[config.mk]
export PLATFORM = sky130hd
export DESIGN_NAME = psr_status
export DESIGN_NICKNAME = d
export VERILOG_FILES = /design/src/rtl/psr_pkg.sv /design/src/rtl/psr_flag_cell.sv /design/src/rtl/psr_flag_bank.sv /design/src/rtl/psr_push_fmt.sv /design/src/rtl/psr_status.sv
export SDC_FILE = /design/constraint.sdc
export NUM_CORES = 1
export LEC_CHECK = 0
export ABC_AREA = 1
export BUFFER_PORTS_ARGS = -buffer_cell sky130_fd_sc_hd__buf_2
export CAP_MARGIN = 20
export CORE_MARGIN = 2
export CORE_UTILIZATION = 40
export CTS_BUF_LIST = sky130_fd_sc_hd__clkbuf_4
export DETAILED_ROUTE_END_ITERATION = 8
export PLACE_DENSITY = 0.8
export SETUP_SLACK_MARGIN = 0.4
export SYNTH_ARGS = -nofsm -noshare
export SYNTH_HDL_FRONTEND = slang
export SYNTH_SLANG_ARGS = --single-unit
[constraint.sdc]
create_clock -name clk -period 1.4 [get_ports clk]
set_input_delay 0.14 -clock clk [delete_from_list [all_inputs] [get_ports clk]]
set_output_delay 0.14 -clock clk [all_outputs]
set_load 0.005 [all_outputs]
[src/rtl/psr_pkg.sv]
package psr_pkg;
  localparam int NFLAG  = 6;
  localparam int BYTE_W = 8;
  localparam int POS_SRC = 4;
  localparam int POS_ONE = 5;
  localparam int FL_I = 2;

  typedef enum logic [1:0] {
    CAUSE_SWPUSH = 2'd0,
    CAUSE_BREAK  = 2'd1,
    CAUSE_IRQ    = 2'd2,
    CAUSE_NMI    = 2'd3
  } push_cause_e;

  // flag index -> byte bit position (skips the two unstored positions)
  function automatic int flag_pos(input int idx);
    return (idx < POS_SRC) ? idx : idx + 2;
  endfunction

  function automatic logic [BYTE_W-1:0] pack_flags(input logic [NFLAG-1:0] f,
                                                    input logic src_bit);
    logic [BYTE_W-1:0] b;
    b = '0;
    for (int i = 0; i < NFLAG; i++) b[flag_pos(i)] = f[i];
    b[POS_ONE] = 1'b1;
    b[POS_SRC] = src_bit;
    return b;
  endfunction
endpackage

[src/rtl/psr_flag_cell.sv]
module psr_flag_cell #(
  parameter bit HAS_RST = 1'b0,
  parameter bit RST_VAL = 1'b0
) (
  input  logic clk,
  input  logic rst_n,
  input  logic alu_we,
  input  logic alu_d,
  input  logic set_c,
  input  logic clr_c,
  input  logic pull_we,
  input  logic pull_d,
  input  logic force_set,
  output logic q
);
  logic nxt;

  // priority, lowest first: ALU, clear, set, pull, forced set
  always_comb begin
    nxt = q;
    if (alu_we)    nxt = alu_d;
    if (clr_c)     nxt = 1'b0;
    if (set_c)     nxt = 1'b1;
    if (pull_we)   nxt = pull_d;
    if (force_set) nxt = 1'b1;
  end

  generate
    if (HAS_RST) begin : g_rst
      always_ff @(posedge clk or negedge rst_n) begin
        if (!rst_n) q <= RST_VAL;
        else        q <= nxt;
      end
    end else begin : g_norst
      // no reset value; updates are held off while reset is asserted
      always_ff @(posedge clk) begin
        if (rst_n) q <= nxt;
      end
    end
  endgenerate
endmodule

[src/rtl/psr_flag_bank.sv]
module psr_flag_bank
  import psr_pkg::*;
(
  input  logic              clk,
  input  logic              rst_n,
  input  logic [NFLAG-1:0]  alu_upd,
  input  logic [NFLAG-1:0]  alu_val,
  input  logic [NFLAG-1:0]  set_cmd,
  input  logic [NFLAG-1:0]  clr_cmd,
  input  logic              pull_en,
  input  logic [BYTE_W-1:0] pull_byte,
  input  logic              take_int,
  output logic [NFLAG-1:0]  flags
);
  generate
    for (genvar i = 0; i < NFLAG; i++) begin : g_flag
      localparam bit IS_I = (i == FL_I);
      psr_flag_cell #(
        .HAS_RST (IS_I),
        .RST_VAL (1'b1)
      ) u_cell (
        .clk       (clk),
        .rst_n     (rst_n),
        .alu_we    (alu_upd[i]),
        .alu_d     (alu_val[i]),
        .set_c     (set_cmd[i]),
        .clr_c     (clr_cmd[i]),
        .pull_we   (pull_en),
        .pull_d    (pull_byte[flag_pos(i)]),
        .force_set (IS_I ? take_int : 1'b0),
        .q         (flags[i])
      );
    end
  endgenerate
endmodule

[src/rtl/psr_push_fmt.sv]
module psr_push_fmt
  import psr_pkg::*;
(
  input  logic              clk,
  input  logic              rst_n,
  input  logic [NFLAG-1:0]  flags,
  input  logic              psh_valid,
  input  logic [1:0]        psh_cause,
  output logic              psh_ready,
  output logic              take_int,
  output logic              stk_valid,
  output logic [BYTE_W-1:0] stk_data,
  input  logic              stk_ready
);
  push_cause_e cause;
  logic        accept;
  logic        sw_src;

  assign cause     = push_cause_e'(psh_cause);
  assign psh_ready = !stk_valid || stk_ready;
  assign accept    = psh_valid && psh_ready;
  assign sw_src    = (cause == CAUSE_SWPUSH) || (cause == CAUSE_BREAK);
  assign take_int  = accept && (cause != CAUSE_SWPUSH);

  always_ff @(posedge clk or negedge rst_n) begin
    if (!rst_n)         stk_valid <= 1'b0;
    else if (accept)    stk_valid <= 1'b1;
    else if (stk_ready) stk_valid <= 1'b0;
  end

  always_ff @(posedge clk) begin
    if (accept) stk_data <= pack_flags(flags, sw_src);
  end
endmodule

[src/rtl/psr_status.sv]
module psr_status
  import psr_pkg::*;
(
  input  logic       clk,
  input  logic       rst_n,
  input  logic [5:0] alu_upd,
  input  logic [5:0] alu_val,
  input  logic [5:0] set_cmd,
  input  logic [5:0] clr_cmd,
  input  logic       pull_en,
  input  logic [7:0] pull_byte,
  input  logic       psh_valid,
  input  logic [1:0] psh_cause,
  output logic       psh_ready,
  output logic       stk_valid,
  output logic [7:0] stk_data,
  input  logic       stk_ready,
  output logic [7:0] status_out
);
  logic [NFLAG-1:0] flags;
  logic             take_int;

  psr_flag_bank u_bank (
    .clk       (clk),
    .rst_n     (rst_n),
    .alu_upd   (alu_upd),
    .alu_val   (alu_val),
    .set_cmd   (set_cmd),
    .clr_cmd   (clr_cmd),
    .pull_en   (pull_en),
    .pull_byte (pull_byte),
    .take_int  (take_int),
    .flags     (flags)
  );

  psr_push_fmt u_push (
    .clk       (clk),
    .rst_n     (rst_n),
    .flags     (flags),
    .psh_valid (psh_valid),
    .psh_cause (psh_cause),
    .psh_ready (psh_ready),
    .take_int  (take_int),
    .stk_valid (stk_valid),
    .stk_data  (stk_data),
    .stk_ready (stk_ready)
  );

  assign status_out = pack_flags(flags, 1'b0);
endmodule

; ---- Word-level counts from Yosys, hierarchy flattened
; Index checks and enable logic that the tools add are counted.
[op_classes]
muxes = 27
eq_ne = 1
reduce_logical = 19
[ops]
columns = operator, count
row1 = 2-to-1 mux 1 bit, 27
row2 = nonzero test 4 bit, 5
row3 = AND reduction 2 bit, 5
row4 = nonzero test 5 bit, 1
row5 = nonzero test 2 bit, 2
row6 = equality test 2 x 1 -> 1 bit (second input constant), 1
row7 = logical AND 1 bit, 2
row8 = zero test 2 bit, 1
row9 = logical OR 1 bit, 2
row10 = zero test 1 bit, 1
[totals]
output_inout_bits = 18
ff_bits = 14
in_bits = 39

; ---- Longest topological paths before layout
[depth]
ltp_word = 5
ltp_mapped = 6

; ---- By module
; From an unflattened synthesis, not the netlist that was laid out.
[hier_totals]
hier_cells = 97
hier_area_um2 = 775.7
[by_module_without_submodules]
columns = module, cells_per_inst, area_each_um2, instances, seq_area_each_um2
row1 = psr_flag_cell at u_bank.g_flag[0].u_cell ..., 12, 77.6, 5, 30.0
row2 = psr_push_fmt, 18, 284.0, 1, 235.2
row3 = psr_flag_cell at u_bank.g_flag[2].u_cell, 14, 77.6, 1, 26.3
row4 = psr_status, 4, 22.5, 1, 0.0
row5 = psr_flag_bank, 1, 3.8, 1, 0.0

; ---- Worst setup path after synthesis
; Ideal clock, no wire load.
[synth_timing]
path_kind = register to register
from = register u_push.stk_valid
to = register u_push.stk_data[0] (enable)
t_arrival_ps = 816
required_ps = 1027
slack_ps = 211
path_stages_with_launch = 2
n_path_buf = 0
cell_sequence = dfrtp_1 -> a21oi_1
[synth_between]
elab_chain_cells = 3
[synth_lines]
columns = element, line_no
row1 = from (decl), psr_push_fmt.sv:11  ; output logic stk_valid,
row2 = from (signal assigned), psr_push_fmt.sv:26  ; if (!rst_n) stk_valid <= 1'b0;
row3 = from (signal assigned), psr_push_fmt.sv:27  ; else if (accept) stk_valid <= 1'b1;
row4 = from (signal assigned), psr_push_fmt.sv:28  ; else if (stk_ready) stk_valid <= 1'b0;
row5 = zero test 1 bit, psr_push_fmt.sv:20  ; assign psh_ready = !stk_valid || stk_ready;
row6 = logical OR 1 bit, psr_push_fmt.sv:20
row7 = logical AND 1 bit, psr_push_fmt.sv:21  ; assign accept = psh_valid && psh_ready;
row8 = named net u_push.accept, psr_push_fmt.sv:16  ; logic accept;
row9 = to (signal assigned), psr_push_fmt.sv:32  ; if (accept) stk_data <= pack_flags(flags, sw_src);
row10 = to (decl), psr_push_fmt.sv:12  ; output logic [BYTE_W-1:0] stk_data,
; The timed path passes the listed nets, and every way through them passes these cells.
; A chain may end at the register's enable or synchronous reset.

; ---- Worst setup path after layout
[layout_timing]
from = register u_bank.g_flag[2].u_cell.q
to = output port status_out[2]
[layout_rtl]
columns = element, line_no
row1 = from (decl), psr_flag_cell.sv:14  ; output logic q
row2 = from (signal assigned), psr_flag_cell.sv:32  ; else q <= nxt;
row3 = to (decl), psr_status.sv:18  ; output logic [7:0] status_out
; No word-level cell between the ends.

==> summary.txt <==
Logic synthesis
  – Asr flop ratio synth: 14.3%
  – Synth Cell Area: 756 µm²
  – Most common cell in the synthesized netlist: inv_1
  – Share of the synthesized area in the top cell type: 47.7%
  – Syn avg cell area: 9.00 µm²
  – Largest area contributor in the netlist: edfxtp_1
  – Sequential-to-total area share from yosys stat: around 54%
  – Top cells by count, synth: 13 x inv_1, 12 x edfxtp_1, 12 x nand2_1, 11 x a21oi_1, 11 x nor2_1
  – Post-synth EDFFs: 12
  – Syn. warnings: 0
  – FF+latch count, synth: 14
  – Dominant synthesized flop cell: edfxtp_1
  – Area contributors post-synth: edfxtp_1 48%, buf_4 9.9%, a21oi_1 7.3%, inv_1 6.5%, nand2_1 6.0%
  – Netlist cell types: 15
  – Synthesized instance count: 84

Finish
  – Nets: 172
  – Post-route cell area: between 1000 and 1500 µm²
  – P&R area growth vs syn: 35.8%
  – Ant diodes: 0
  – Non-filler cells, final: 157
  – Layout cells sized above 1: 47.0%
  – Fill cells: 160

Place
  – Cell Area, Placed: 971 µm²
  – Routability cong.: 0.722
  – # port buffers: 51
  – Dpl cells: 150
  – Post-DP HPWL: between 1000 and 1500 µm

Hold path
  – Min-delay worst type: in -> reg
  – Hold path cells: 2

Clock tree
  – # H-tree levels: 1
  – Deepest clock path buffer count: 2
  – Clock root buffer: clkbuf_4
  – CTS tree: done
  – Latest clock arrival within the worst-skew pair: 0.27 ns
  – Clk sinks: 14
  – Cts bufs inserted: 3
  – Clk pin slew, worst setup/hold paths: 0.08 ns

Global route
  – Vias in the first global route: ~620
  – GR peak layer: met2
  – Largest net degree at the start of global routing: 18
  – GRT overflow: 0
  – M2 GR Usage: a little under a third
  – M3 GR Usage: 2.64%
  – Global-route usage over all layers: 15.8%
  – First-pass GRT wire length: 2480 µm
  – Initial antenna violation count: 0
  – M1 GR Usage: 16.0%

Critical path
  – CP Class: reg -> out
  – Crit path arrival time: between 0.9 and 1 ns
  – Critical path launch point type: register
  – Data required time of the worst path: 1.26 ns
  – Crit. End Element: output port
  – CP Depth: 1
  – Buffers plus inverters on the worst setup path: 1
  – Crit-path max cell delay: between 0.5 and 0.6 ns
  – Crit-path max FO: 2
  – Cells on worst reg2reg path: 1
  – Worst path cell trace: buf_2
  – Slowest-stage cell, CP: dfstp_2
  – Cell family with most CP delay: flip-flops

Power and ir drop
  – Max rail drop VDD: 0.408 mV
  – P_leak: 0.528 nW
  – Pwr Density: 882 nW/µm²

Drt
  – Residual DRC: 0
  – WL final: 1590 µm
  – DR vias: a little under 700
  – Initial DRC count: 2
  – Remaining antenna violation count after routing: 0
  – Drt pass-1 iters: 4
  – Via density: 4.36
  – Wire length per cell: between 10 and 15 µm

Timing
  – Final Setup Violations: 0
  – Worst Skew: ~0.0046 ns
  – Setup tns final: 0 ns
  – FMAX: roughly 0.95 GHz
  – RSZ-0062 raised after global routing: true
  – Crit share post-route: 75.3%
  – Min Clock Period, post-route: 1.05 ns
  – Final Hold Viols: 0
  – Final Max Tran Viols: 0

Flow run
  – Max-Cap Viols: 0

Floorplan
  – Die area: 2250 µm²
  – Area of the core: ~1700 µm²
  – Top Ports: 57
  – Die Span X: roughly 47 µm
  – FP Rows: 15
  – Starting density of the core: 43.3%
  – Die span in y: about 47 µm

Run status
  – Status: completed
-- sequential cells by signal, indices dropped and copies added (netlist names) --
register,count
u_bank.g_flag.u_cell.q,6
u_push.stk_valid,1
u_push.stk_data,7
-- worst paths after layout --
| kind | endpoint | startpoint | slack, ns |
|---|---|---|---|
| hold reg to reg | u_push.stk_data[0] | u_bank.g_flag[0].u_cell.q | 0.45 |
| max in group asynchronous | u_bank.g_flag[2].u_cell.q | rst_n | 1.00 |
| setup / recovery | status_out[2] | u_bank.g_flag[2].u_cell.q | 0.35 |
| setup reg to reg | u_push.stk_data[0] | u_push.stk_valid | 0.38 |
| min in group asynchronous | u_push.stk_valid | rst_n | 0.19 |
| hold / removal | u_push.stk_data[4] | psh_cause[1] | 0.13 |
-- cells by family (layout without fill, tap and decap cells) --
family,count (synthesis),in the layout,share of synthesized area [%]
simple gates,27,27,14.9
compound gates,17,17,11.8
buf+inv,24,71,17.9
flops,14,14,54.5
other cells,2,3,0.994
-- report_power, final --
group	switching [W]	internal, W
Clock	0.000115	0.000103
Sequential	0.0000144	0.000498
Combinational	0.0000853	0.0000896
-- per-stage QoR --
| stage | hold slack [ns] | worst slack, ns | utilization [%] | total power (W) |
|---|---|---|---|---|
| 3_5_place_dp | -0.0658 | 0.408 | 55.6 | 0.000685 |
| 4_1_cts | 0.122 | 0.346 | 58.7 | 0.000912 |
| 5_1_grt | 0.123 | 0.313 | 58.8 | 0.000959 |
| 6_report | 0.132 | 0.346 | 58.8 | 0.000905 |
| 2_1_floorplan | -0.156 | 0.434 | - | 0.000620 |
| 3_3_place_gp | -0.0664 | 0.412 | 55.6 | 0.000679 |
-- layout make-up --
cell class	instances	area (µm²)	area share [%]
clock buffer	3	22.5	2.20
clock inverter	1	3.75	0.366
inverter	13	48.8	4.76
multi-input combinational	47	226	22.1
sequential	14	413	40.2
tap	25	31.3	3.05
timing repair buffer	54	280	27.3
-- placed cells by master, fill, tap and decap left out --
cell type and count:
dfrtp_2 1, conb_1 3, o21ai_1 4, a21oi_4 1, nand2_1 11, dfstp_2 1, clkbuf_4 3, nand3_1 3
o21ai_0 1, dlygate4sd3_1 1, buf_2 51, nor2_4 1, edfxtp_1 12, buf_4 2, nand2_2 1, o21ai_2 1
nor2_1 11, a21oi_1 10, inv_1 13, clkinv_1 1
-- metal layers --
metal / vias up / share of wire (%) / wire, µm
met5: - / 0 / 0
met3: 0 / 8.7 / 138
met4: 0 / 0 / 0
li1: 352 / - / -
met1: 295 / 37 / 590
met2: 38 / 54 / 855
-- what timing repair did --
item | CTS | global route
endpoints found under the setup margin | 9 | 12
resized for setup | 1 | 1
pin swaps | 2 | 1
hold buffers | 1 | 0
cloned | 0 | 0
setup buffers | 2 | 0
endpoints found under the hold margin | 2 | 0
No activity file was read; power rests on OpenSTA's default activity.
